`src/rtl/sbc_pkg.sv`:
```
package sbc_pkg;

  localparam logic [2:0] C_NOP   = 3'd0;
  localparam logic [2:0] C_MODE  = 3'd1;
  localparam logic [2:0] C_ACT   = 3'd2;
  localparam logic [2:0] C_READ  = 3'd3;
  localparam logic [2:0] C_WRITE = 3'd4;
  localparam logic [2:0] C_PRE   = 3'd5;

  typedef enum logic [2:0] {
    E_NONE      = 3'd0,
    E_MODE_BUSY = 3'd1,
    E_ROW_OPEN  = 3'd2,
    E_BANK_IDLE = 3'd3,
    E_TIMING    = 3'd4,
    E_MODE_ADDR = 3'd5
  } err_e;

  // Codes 1..5 are executable; everything else acts as a no-operation.
  function automatic logic is_exec(input logic [2:0] c);
    return (c >= C_MODE) && (c <= C_PRE);
  endfunction

  function automatic logic is_access(input logic [2:0] c);
    return (c == C_READ) || (c == C_WRITE);
  endfunction

  // Counter start value for an auto-precharged access.
  function automatic int unsigned ap_span(input int unsigned bl, input int unsigned trp);
    return bl + trp - 1;
  endfunction

endpackage

```
`src/rtl/sbc_bank.sv`:
```
module sbc_bank #(
  parameter int unsigned AW    = 13,
  parameter int unsigned T_RP  = 3,
  parameter int unsigned BURST = 4
) (
  input  logic          clk,
  input  logic          rst,
  input  logic          do_act,
  input  logic          do_pre,
  input  logic          do_ap,
  input  logic [AW-1:0] row_in,
  output logic          is_open,
  output logic [AW-1:0] row,
  output logic          ready,
  output logic          ap_pend
);
  localparam int unsigned SPAN = sbc_pkg::ap_span(BURST, T_RP);
  localparam int unsigned CW   = $clog2(SPAN + 1);

  logic [CW-1:0] cnt;
  logic          close_now;

  assign close_now = ap_pend && (cnt == CW'(T_RP));

  always_ff @(posedge clk) begin
    if (rst) begin
      is_open <= 1'b0;
      row     <= '0;
      cnt     <= '0;
      ap_pend <= 1'b0;
    end else if (do_act) begin
      is_open <= 1'b1;
      row     <= row_in;
    end else if (do_pre) begin
      is_open <= 1'b0;
      cnt     <= CW'(T_RP - 1);
    end else if (do_ap) begin
      ap_pend <= 1'b1;
      cnt     <= CW'(SPAN);
    end else begin
      if (cnt != '0) cnt <= cnt - 1'b1;
      if (close_now) is_open <= 1'b0;
      if (cnt == CW'(1)) ap_pend <= 1'b0;
    end
  end

  assign ready = (cnt == '0);


  act_idle_chk: assert property (@(posedge clk) disable iff (rst) do_act |-> (!is_open && ready));

  pre_guard_chk: assert property (@(posedge clk) disable iff (rst) do_pre |=> (!ready && !is_open));

  ap_hold_chk: assert property (@(posedge clk) disable iff (rst) do_ap |=> (is_open && !ready && ap_pend));
endmodule

```
`config.mk`:
```
export PLATFORM = sky130hd
export DESIGN_NAME = sbc_bank
export DESIGN_NICKNAME = d
export VERILOG_FILES = /design/src/rtl/sbc_pkg.sv /design/src/rtl/sbc_bank.sv
export SDC_FILE = /design/constraint.sdc
export NUM_CORES = 1
export LEC_CHECK = 0
export BUFFER_PORTS_ARGS = -buffer_cell sky130_fd_sc_hd__buf_2
export CORE_ASPECT_RATIO = 0.75
export CORE_MARGIN = 2
export CORE_UTILIZATION = 44
export DETAILED_ROUTE_END_ITERATION = 8
export PLACE_DENSITY = 0.75
export SYNTH_ARGS = -nofsm -noshare
export SYNTH_HDL_FRONTEND = slang
export SYNTH_SLANG_ARGS = --single-unit
```
`constraint.sdc`:
```
create_clock -name clk -period 1.65 [get_ports clk]
set_clock_uncertainty 0.1 [all_clocks]
set_input_delay 0.0825 -clock clk [delete_from_list [all_inputs] [get_ports clk]]
set_output_delay 0.0825 -clock clk [all_outputs]
set_load 0.03 [all_outputs]
```
==> flow_summary_export.csv <==
group,metric,value,unit
outcome,status,"complete, no violations",
clock_network,clockBufferDepth,2,
run,max_cap_viol_count,0,
synthesis,yosys.cell_count.top_type,"dfxtp_1",
route,first_iter_violations,7,
clock_network,cts_buffers,3,
route,wl_per_cell,11.8,um
cells_and_area,layout-drive-gt1-share,0.320,
clock_network,cts_root_buffer,"clkbuf_4",
setup_path,crit_path_start_kind,"flop",
timing,hold_ws,31.9,ps
clock_network,cts_max_level,1,
synthesis,syn_nets,98,
power,comb_power_share,0.238,
synthesis,synth_top_area_share,0.468,
setup_path,cp.arrival,1320,ps
synthesis,ys_warn_count,0,
cells_and_area,fin_nets,146,
power,ir_worst_vdd,551,uV
global_routing,grt_pass1_vias,602,
power,clkPwrFrac,0.231,
clock_network,cts_sinks,18,
route,vias,687,
synthesis,ys_seq_area_frac,0.468,
synthesis,syn-cell-area,769,sq um
clock_network,post_cts_buffers,0,
synthesis,synth_edf_count,0,
power,p_int,0.639,mW
global_routing,overflow,0,
timing,worst_pin_slew,523,ps
global_routing,track_usage,0.174,
die,start_util,0.455,
global_routing,antenna_found_initial,0,
placement,routabilityCongestion,0.747,
synthesis,ys_types,22,
setup_path,crit_type,"flop to primary output",
cells_and_area,antennaDiodeCount,0,
synthesis,synthCells,76,
power,total_power,0.896,mW
route,finalWirelength,1700,um
die,core_area,1690,sq um
synthesis,syn_avg_cell_area,10.1,sq um
power,switching_power,0.257,mW
die,fp.dieW,52.3,um
global_routing,grt_pass1_wl,2560,um
synthesis,ys_seq_elements,18,
route,antenna_left,0,
power,swShare,0.286,
min_path,min_path_type,"primary input to flop",
power,p_per_area,806,nW/um^2
die,std_cell_rows,13,
die,die_height,40.2,um
power,power.leakage,0.570,nW
timing,rsz0062_at_grt,"no",
placement,hpwl,1130,um
global_routing,grt_start_max_net_pins,22,
timing,max_slew_margin,0.651,
synthesis,ys_top_cells_by_area,"dfxtp_1 (47%), mux2i_1 (17%), nor2_1 (7.3%)",
timing,min_period,1500,ps
synthesis,synth_top_area_cell,"dfxtp_1",
timing,tns,0,ps
synthesis,ys.flop_type,"dfxtp_1",
timing,slew_violations,0,
clock_network,clkTransAtPathRegs,90,ps
timing,final-setup-viol-count,0,
setup_path,cp.required,1470,ps
die,ioPinCount,34,
placement,port_buffers,33,
die,fp.dieArea,2100,sq um
cells_and_area,syn_to_final_growth,44.4,%
route,route.detailed.drc,0,
clock_network,worstSkewPairLatency,290,ps
setup_path,end_kind,"primary output",
setup_path,worstPathMaxFanout,4,
synthesis,synthTopCellsByCount,"dfxtp_1 (18), nor2_1 (15), mux2i_1 (13)",
power,power_frac_seq,0.531,
route,routed_via_density,4.77,
synthesis,synth-async-reset-ratio,0,
timing,finalHoldViolations,0,
setup_path,rrSetupSlack,150,ps
timing,fin_crit_sh,0.908,
clock_network,cts_tree,"done",
route,drtPass1Iterations,2,
timing,max_freq,668,MHz
state kept, by name, summed over array words and instances, names as in the netlist:
name	flops
ap_pend	1
cnt	3
is_open	1
row	13
critical path: stages (launching register included):
cell and delay, ps:
dfxtp_1 330, inv_1 130, ha_1 180, nor2b_4 180, clkbuf_4 200
through the flow:
step           cells  utilization  instance area [sq um]  setup slack, ps
2_1_floorplan     76            -                    769              134
3_3_place_gp     127        0.556                    941              171
3_5_place_dp     127        0.556                    941              137
4_1_cts          144        0.652                   1100             85.8
5_1_grt          144        0.657                   1110             50.9
6_report         144        0.657                   1110              152
cell type report:
type / count / area [sq um]
tap: 22 / 27.5
multi-input combinational: 48 / 370
timing repair buffer: 47 / 308
fill: 146 / 581
sequential: 18 / 360
clock buffer: 3 / 22.5
inverter: 6 / 22.5
power groups by stage:
| stage | clock network [mW] | logic [mW] | registers, mW |
|---|---|---|---|
| floorplan | 0 | 0.0847 | 0.526 |
| global placement | 0 | 0.180 | 0.483 |
| detailed placement | 0 | 0.184 | 0.485 |
| CTS | 0.212 | 0.209 | 0.475 |
| global route | 0.234 | 0.232 | 0.479 |
| finish | 0.207 | 0.213 | 0.476 |
metal layers:
layer	part of all wire	wire length, um	track usage	vias to the layer above
met3	0.047	80	0.0784	2
met5	0	0	0	-
met2	0.53	905	0.322	20
met1	0.42	712	0.188	313
li1	-	-	-	352
met4	0.0035	6	0.0385	0
kinds of logic after synthesis:
group                      synth area share
adders and majority gates            0.0650
buffers and inverters                0.0569
AOI/OAI and AO/OA                     0.115
and+or+nand+nor                       0.125
DFF                                   0.468
muxes                                 0.169
worst paths after layout:
path / from / endpoint / depth (start not counted)
worst max register to register: cnt[0]$_SDFFE_PP0P_ / cnt[1]$_SDFFE_PP0P_ / 5
worst min register to register: ap_pend$_SDFFE_PP0P_ / ap_pend$_SDFFE_PP0P_ / 2
worst max-delay path: cnt[0]$_SDFFE_PP0P_ / ready / 4
worst min-delay path: do_pre / ap_pend$_SDFFE_PP0P_ / 3
timing repair:
action	CTS	global route
setup endpoints to repair	0	1
hold buffers	14	0
endpoints found under the hold margin	14	0
gates resized for setup	0	2
cells in the final DEF, fill, tap and decap left out, drive strengths merged:
cell type	instances
nor4	1
a211oi	1
buf	32
inv	6
dfxtp	18
clkbuf	4
nor2	15
nor2b	2
a221oi	1
a31o	1
dlygate4sd3	14
o211a	1
o22ai	1
nand4bb	1
nand2	2
ha	4
a21oi	2
mux2i	13
o41ai	2
a31oi	1
Power figures use the tool's default switching activity.
